==> src/rtl/tad_pkg.sv <==
package tad_pkg;
  typedef enum logic [1:0] {
    ST_IDLE = 2'd0,
    ST_GAP  = 2'd1,
    ST_FWD  = 2'd2
  } tad_state_e;
endpackage

==> src/rtl/tad_cfg_chain.sv <==
module tad_cfg_chain #(
  parameter int N_PORTS = 16,
  parameter int DW      = 3
) (
  input  logic                    clk,
  input  logic                    rst_n,
  input  logic                    prog_en,
  input  logic                    prog_din,
  output logic [N_PORTS*DW-1:0]   chain_o
);
  localparam int CHAIN_W = N_PORTS * DW;

  logic [CHAIN_W-1:0] chain_q;

  always_ff @(posedge clk) begin
    if (!rst_n) begin
      chain_q <= '0;
    end else if (prog_en) begin
      chain_q <= {chain_q[CHAIN_W-2:0], prog_din};
    end
  end

  assign chain_o = chain_q;

  // a shift takes the serial bit into the lowest position
  p_shift_in_r2: assert property (@(posedge clk) disable iff (!rst_n)
    prog_en |=> chain_q[0] == $past(prog_din));

  // contents hold without the enable
  p_hold_r3: assert property (@(posedge clk) disable iff (!rst_n)
    !prog_en |=> $stable(chain_q));
endmodule

==> src/rtl/tad_port_engine.sv <==
module tad_port_engine
  import tad_pkg::*;
#(
  parameter int W  = 8,
  parameter int DW = 3
) (
  input  logic          clk,
  input  logic          rst_n,
  input  logic          prog_en,
  input  logic          turn,
  input  logic          drop,
  input  logic [DW-1:0] cfg_delay,
  input  logic [W-1:0]  status,
  input  logic [W-1:0]  cksum,
  input  logic          rev_valid,
  input  logic [W-1:0]  rev_data,
  output logic [W-1:0]  out_data,
  output logic          out_valid,
  output logic          out_fill
);
  localparam int LAT_MAX = 2 + 2 * ((1 << DW) - 1);
  localparam int CW      = $clog2(LAT_MAX + 1);

  tad_state_e      state;
  logic [CW-1:0]   cnt;
  logic [CW-1:0]   lat;
  logic [W-1:0]    st_q;
  logic [W-1:0]    ck_q;
  logic            gap_done;
  logic [W-1:0]    fill_word;

  assign gap_done  = (cnt == lat);
  assign fill_word = cnt[0] ? ck_q : st_q;

  always_ff @(posedge clk) begin
    if (!rst_n) begin
      state     <= ST_IDLE;
      cnt       <= '0;
      lat       <= CW'(2);
      st_q      <= '0;
      ck_q      <= '0;
      out_data  <= '0;
      out_valid <= 1'b0;
      out_fill  <= 1'b0;
    end else if (drop) begin
      state     <= ST_IDLE;
      cnt       <= '0;
      out_data  <= '0;
      out_valid <= 1'b0;
      out_fill  <= 1'b0;
    end else begin
      case (state)
        ST_IDLE: begin
          if (turn && !prog_en) begin
            state <= ST_GAP;
            cnt   <= '0;
            lat   <= CW'(2) + (CW'(cfg_delay) << 1);
            st_q  <= status;
            ck_q  <= cksum;
          end
        end
        ST_GAP: begin
          if (gap_done) begin
            state     <= ST_FWD;
            out_valid <= rev_valid;
            out_data  <= rev_data;
            out_fill  <= 1'b0;
          end else begin
            out_valid <= 1'b0;
            out_fill  <= 1'b1;
            out_data  <= fill_word;
            cnt       <= cnt + CW'(1);
          end
        end
        ST_FWD: begin
          out_valid <= rev_valid;
          out_data  <= rev_data;
          out_fill  <= 1'b0;
        end
        default: state <= ST_IDLE;
      endcase
    end
  end

  // a filler word never carries the valid flag
  p_fill_not_valid_r5: assert property (@(posedge clk) disable iff (!rst_n)
    out_fill |-> !out_valid);

  // the gap counter never passes the latched latency
  p_gap_bound_r4: assert property (@(posedge clk) disable iff (!rst_n)
    (state == ST_GAP) |-> (cnt <= lat));

  // valid rises only from the end of the gap or while forwarding
  p_first_valid_r6: assert property (@(posedge clk) disable iff (!rst_n)
    $rose(out_valid) |-> ($past(state == ST_GAP && cnt == lat) || $past(state == ST_FWD)));

  // a drop clears the stream flags
  p_drop_clears_r8: assert property (@(posedge clk) disable iff (!rst_n)
    drop |=> (!out_valid && !out_fill && state == ST_IDLE));

  // no turn is taken while programming
  p_prog_blocks_turn_r9: assert property (@(posedge clk) disable iff (!rst_n)
    (state == ST_IDLE && prog_en) |=> (state == ST_IDLE));

  // latency stays fixed for the whole turnaround
  p_lat_hold_r10: assert property (@(posedge clk) disable iff (!rst_n)
    (state != ST_IDLE && $past(state) != ST_IDLE) |-> $stable(lat));
endmodule

==> src/rtl/tad_turnaround_ctrl.sv <==
module tad_turnaround_ctrl #(
  parameter int N_PORTS = 16,
  parameter int W       = 8,
  parameter int DW      = 3
) (
  input  logic                   clk,
  input  logic                   rst_n,
  input  logic                   prog_en,
  input  logic                   prog_din,
  input  logic [N_PORTS-1:0]     turn_i,
  input  logic [N_PORTS-1:0]     drop_i,
  input  logic [N_PORTS*W-1:0]   status_i,
  input  logic [N_PORTS*W-1:0]   cksum_i,
  input  logic [N_PORTS-1:0]     rev_valid_i,
  input  logic [N_PORTS*W-1:0]   rev_data_i,
  output logic [N_PORTS*W-1:0]   out_data_o,
  output logic [N_PORTS-1:0]     out_valid_o,
  output logic [N_PORTS-1:0]     out_fill_o
);
  localparam int CHAIN_W = N_PORTS * DW;

  logic [CHAIN_W-1:0] chain;

  tad_cfg_chain #(.N_PORTS(N_PORTS), .DW(DW)) u_cfg (
    .clk      (clk),
    .rst_n    (rst_n),
    .prog_en  (prog_en),
    .prog_din (prog_din),
    .chain_o  (chain)
  );

  for (genvar p = 0; p < N_PORTS; p++) begin : g_port
    tad_port_engine #(.W(W), .DW(DW)) u_eng (
      .clk       (clk),
      .rst_n     (rst_n),
      .prog_en   (prog_en),
      .turn      (turn_i[p]),
      .drop      (drop_i[p]),
      .cfg_delay (chain[p*DW +: DW]),
      .status    (status_i[p*W +: W]),
      .cksum     (cksum_i[p*W +: W]),
      .rev_valid (rev_valid_i[p]),
      .rev_data  (rev_data_i[p*W +: W]),
      .out_data  (out_data_o[p*W +: W]),
      .out_valid (out_valid_o[p]),
      .out_fill  (out_fill_o[p])
    );
  end
endmodule

==> config.mk <==
export PLATFORM = sky130hd
export DESIGN_NAME = tad_turnaround_ctrl
export DESIGN_NICKNAME = d
export VERILOG_FILES = /design/src/rtl/tad_pkg.sv /design/src/rtl/tad_cfg_chain.sv /design/src/rtl/tad_port_engine.sv /design/src/rtl/tad_turnaround_ctrl.sv
export SDC_FILE = /design/constraint.sdc
export NUM_CORES = 2
export LEC_CHECK = 0
export ABC_AREA = 1
export ABC_CLOCK_PERIOD_IN_PS = 1700
export BUFFER_PORTS_ARGS = -buffer_cell sky130_fd_sc_hd__buf_4
export CAP_MARGIN = 15
export CORE_ASPECT_RATIO = 1.5
export CORE_MARGIN = 2
export CORE_UTILIZATION = 40
export DETAILED_ROUTE_END_ITERATION = 12
export GPL_TIMING_DRIVEN = 0
export PLACE_DENSITY = 0.7
export SLEW_MARGIN = 10
export SYNTH_ARGS = -nofsm -noshare
export SYNTH_HDL_FRONTEND = slang
export SYNTH_HIERARCHICAL = 1
export SYNTH_SLANG_ARGS = --single-unit
==> constraint.sdc <==
create_clock -name clk -period 1.7 [get_ports clk]
set_input_delay 0.255 -clock clk [delete_from_list [all_inputs] [get_ports clk]]
set_output_delay 0.255 -clock clk [all_outputs]
set_load 0.01 [all_outputs]
==> results.rst <==
.. list-table::
   :header-rows: 1

   * - Metric
     - Value
   * - Min-Delay Startpoint
     - turn_i[3]
   * - Clock buffer depth
     - 3
   * - Max-slew violation count
     - 0
   * - Start-to-end type of the worst setup path
     - flip-flop to flip-flop
   * - Highest Clock Rate
     - 0.6245 GHz
   * - Ratio of final minimum period to clock period
     - ~94%
   * - Destination of the worst hold path
     - g_port[3].u_eng/lat[3]
   * - Sum of internal, switching and leakage power
     - 39.90 mW
   * - Cell with the largest stage delay on the worst path
     - clkbuf_1
   * - Peak supply drop
     - approximately 0.00087 V
   * - Placed wire-length estimate after detailed placement
     - around 69 mm
   * - Worst-case setup slack after placement
     - -465.0 ps
   * - # IOs
     - around 600
   * - Total negative setup slack
     - 0 ps
   * - Least-Margin Pin Slew
     - between 500 and 600 ps
   * - Hold Violations, Final
     - 0
   * - GRT overflow
     - 0
   * - Hold-critical path depth
     - 7
   * - Placed Cells
     - around 6,300
   * - Final routed wirelength across all metal layers
     - about 98 mm
   * - # rows
     - 126
   * - Worst path arrival time
     - around 2100 ps
   * - Register cell area after layout
     - roughly 13,000 um2
   * - Highest fanout seen on the critical path
     - 10
   * - Max cap viols
     - 0
   * - Starting utilization of the core area
     - between 40% and 50%
   * - Status
     - complete, no violations
   * - Minimum clock period after layout
     - ~1600 ps
   * - Die height
     - approximately 350 um
   * - Leakage power figure
     - 20.02 nW
   * - Worst reg2reg path depth
     - 7
   * - Cell area after synthesis
     - 31,580 um2
   * - Per-cell routed wire length
     - about 14 um
   * - Setup Buffers After CTS
     - 0
   * - Mean instance size in the synthesized netlist
     - 6.782 um2
   * - Syn nets
     - ~5,200
   * - Total die area
     - around 81,000 um2
   * - Remaining max-slew budget at the tightest pin
     - 63.04%
   * - Synthesis-to-finish area growth
     - 39.21%
   * - Total power density per cell area
     - between 900 and 1000 nW/um2
   * - Unrepaired setup endpoints after global routing
     - yes
   * - Largest stage delay on the critical path
     - about 400 ps
   * - Fraction of final layout cells sized beyond drive strength 1
     - between 10% and 20%
   * - Iteration-0 DRC Markers
     - about 1,800
   * - Floorplan die width
     - between 200 and 250 um
   * - Via count of the first global-routing pass
     - 32,470
   * - Via Count
     - about 33,000
   * - Startpoint of the lowest-slack register-to-register path
     - g_port[6].u_eng/state[0]
   * - Maximum level of the CTS H-tree
     - 3
   * - Worst path bufs/invs
     - 3
   * - Number of vias per cell
     - 4.882
   * - Filler cells
     - a little over 7,000
   * - First-pass GRT wire length
     - between 150 and 200 mm
   * - Area inside the core boundary
     - slightly below 80,000 um2
   * - Clock slew at reported path FFs
     - 60 ps
   * - Final ANT Viol Nets
     - 0
   * - Reg2Reg Capture Point
     - g_port[6].u_eng/out_data[0]
   * - Crit start category
     - flip-flop
   * - Share of the yosys chip area belonging to registers
     - 40.57%
   * - Count of mapped cells out of synthesis
     - approximately 4,700
   * - FF-to-FF setup slack
     - 100 ps
   * - Clock tree from TritonCTS
     - built
   * - Antenna violations before repair
     - 10
   * - Number of buffers created by CTS
     - between 60 and 70
   * - Final Setup Violations
     - 0
   * - Worst skew pair latency
     - ~610 ps
   * - Number of warnings issued by yosys
     - 6
   * - Global routing usage summed across all routing layers
     - 23.36%
   * - Non-Filler Instances
     - about 7,000
   * - Type of the tightest min-delay check
     - input port to flip-flop
   * - Worst Slack Setup Final
     - about 99 ps
   * - Data required time of the critical path
     - roughly 2200 ps
   * - Number of distinct standard cells referenced by the synthesized netlist
     - 27
   * - # port buffers
     - 595
   * - Layout net count
     - ~6,300
   * - DRC violation count after routing
     - 0
   * - DR pass1 iterations
     - 5
   * - Total area of multi-input combinational cells
     - 15,610 um2
   * - Dominant delay contributor by cell family on the critical path
     - buffers and inverters
   * - Kind of end point of the critical path
     - flip-flop
   * - Root buffer cell
     - clkbuf_16
   * - Layout Utilization
     - between 50% and 60%
   * - Pin count of the biggest net entering global routing
     - 73
   * - Number of sinks on the clock net
     - 640
   * - Flip-flop and latch count after synthesis
     - 640
   * - Global placement routability congestion
     - between 0.8 and 0.9
   * - Worst-case clock skew
     - between 20 and 25 ps
   * - Chain of cells forming the critical path
     - inv_1, ha_1, clkbuf_1, nor2_1, nor2_1, nand2_1, inv_1
-- flip-flops by register name (all words and copies together) (netlist names) --
signal,cells
g_port.u_eng/ck_q,128
g_port.u_eng/out_data,128
g_port.u_eng/st_q,128
g_port.u_eng/cnt,80
g_port.u_eng/lat,64
u_cfg/chain_o,48
g_port.u_eng/state,32
g_port.u_eng/out_fill,16
g_port.u_eng/out_valid,16
-- stage by stage --
step	instance area (um2)	hold slack [ps]
detailed placement	37360	440.0
floorplan	31580	393.4
CTS	43890	97.07
global placement	37330	433.6
global route	43960	184.1
finish	43960	147.4
-- timing repair --
item / 4_1_cts / 5_1_grt
endpoints found under the hold margin: 513 / 0
setup endpoints to repair: 1 / 171
hold buffers: 417 / 0
pin swaps: 0 / 0
gates resized for setup: 1 / 63
-- synthesized netlist by cell type, drive strengths merged --
cell	number	area, um2
nand4	82	613.1
buf	66	366.6
nand2	992	3859
nand3	368	2202
o21bai	2	15.01
inv	630	2365
ha	96	1201
o21ai	448	2242
a21oi	240	1209
a211oi	32	240.2
nor2	894	3636
xnor2	32	280.3
a31oi	14	87.58
dfxtp	640	12810
clkbuf	78	292.8
clkinv	42	157.7
-- routing by layer --
layer / wire, um / share of wire, % / vias to the layer above / track usage (%)
met1: 37990 / 39 / 15110 / 24.97
met2: 50790 / 52 / 1038 / 44.15
met3: 5170 / 5.3 / 292 / 3.562
met4: 4507 / 4.6 / 2 / 11.17
li1: - / - / 16870 / -
met5: 13 / 0.013 / - / 0
-- layout by cell type, fill, tap and decap left out, drive strengths merged, types with 10 or more instances in the layout --
cell / count
a31oi: 14
ha: 96
clkbuf: 170
nor2: 894
diode: 10
a21oi: 240
xnor2: 32
nand2: 992
dlygate4sd3: 417
nand4: 82
dfxtp: 640
inv: 636
nand3: 368
a211oi: 32
buf: 660
o21ai: 448
clkinv: 55
-- cells by family (layout without fill, tap and decap cells) --
group                      Yosys count  after routing  share of synthesized area, %
xor gates and xnor gates            32             32                        0.8875
and+or+nand+nor                   2336           2336                         32.65
AOI/OAI and AO/OA                  736            736                         12.01
other                                0             10                             0
adders and majority gates           96             96                         3.804
DFF                                640            640                         40.57
buffers and inverters              816           1950                         10.08
-- how the worst max path moves through the flow --
stage | startpoint | endpoint | slack, ps | depth (start not counted)
5_1_grt | g_port[1].u_eng/state[0] | g_port[1].u_eng/ck_q[6] | -4 | 7
4_1_cts | g_port[15].u_eng/state[0] | g_port[15].u_eng/st_q[7] | 2 | 7
3_5_place_dp | rst_n | g_port[4].u_eng/out_data[0] | -460 | 8
2_1_floorplan | g_port[11].u_eng/state[0] | g_port[11].u_eng/ck_q[0] | 390 | 7
3_3_place_gp | rst_n | g_port[11].u_eng/out_data[6] | -1260 | 8
6_report | g_port[6].u_eng/state[0] | g_port[6].u_eng/out_data[0] | 100 | 7
-- report_power, final --
group	internal (mW)	total (mW)	switching, mW
sequential	15.9	16.5	0.597
clock	9.20	15.7	6.47
combinational	3.37	7.77	4.39
total	28.4	39.9	11.5
-- tightest hold or removal path: stages --
cell,delay [ps]
buf_4,110
inv_1,40
nor2_1,40
nand3_1,80
inv_1,60
nor2_1,80
a211oi_1,40
-- final cells by class --
| class | count | share of cell area, % |
|---|---|---|
| antenna | 10 | 0.05692 |
| buffer | 141 | 1.557 |
| clock buffer | 93 | 4.525 |
| clock inverter | 31 | 0.8367 |
| inverter | 672 | 5.738 |
| multi-input combinational | 3200 | 35.50 |
| sequential | 640 | 29.14 |
| tap | 1024 | 2.914 |
| timing repair buffer | 1013 | 19.73 |
(Power assumes the default switching activity.)
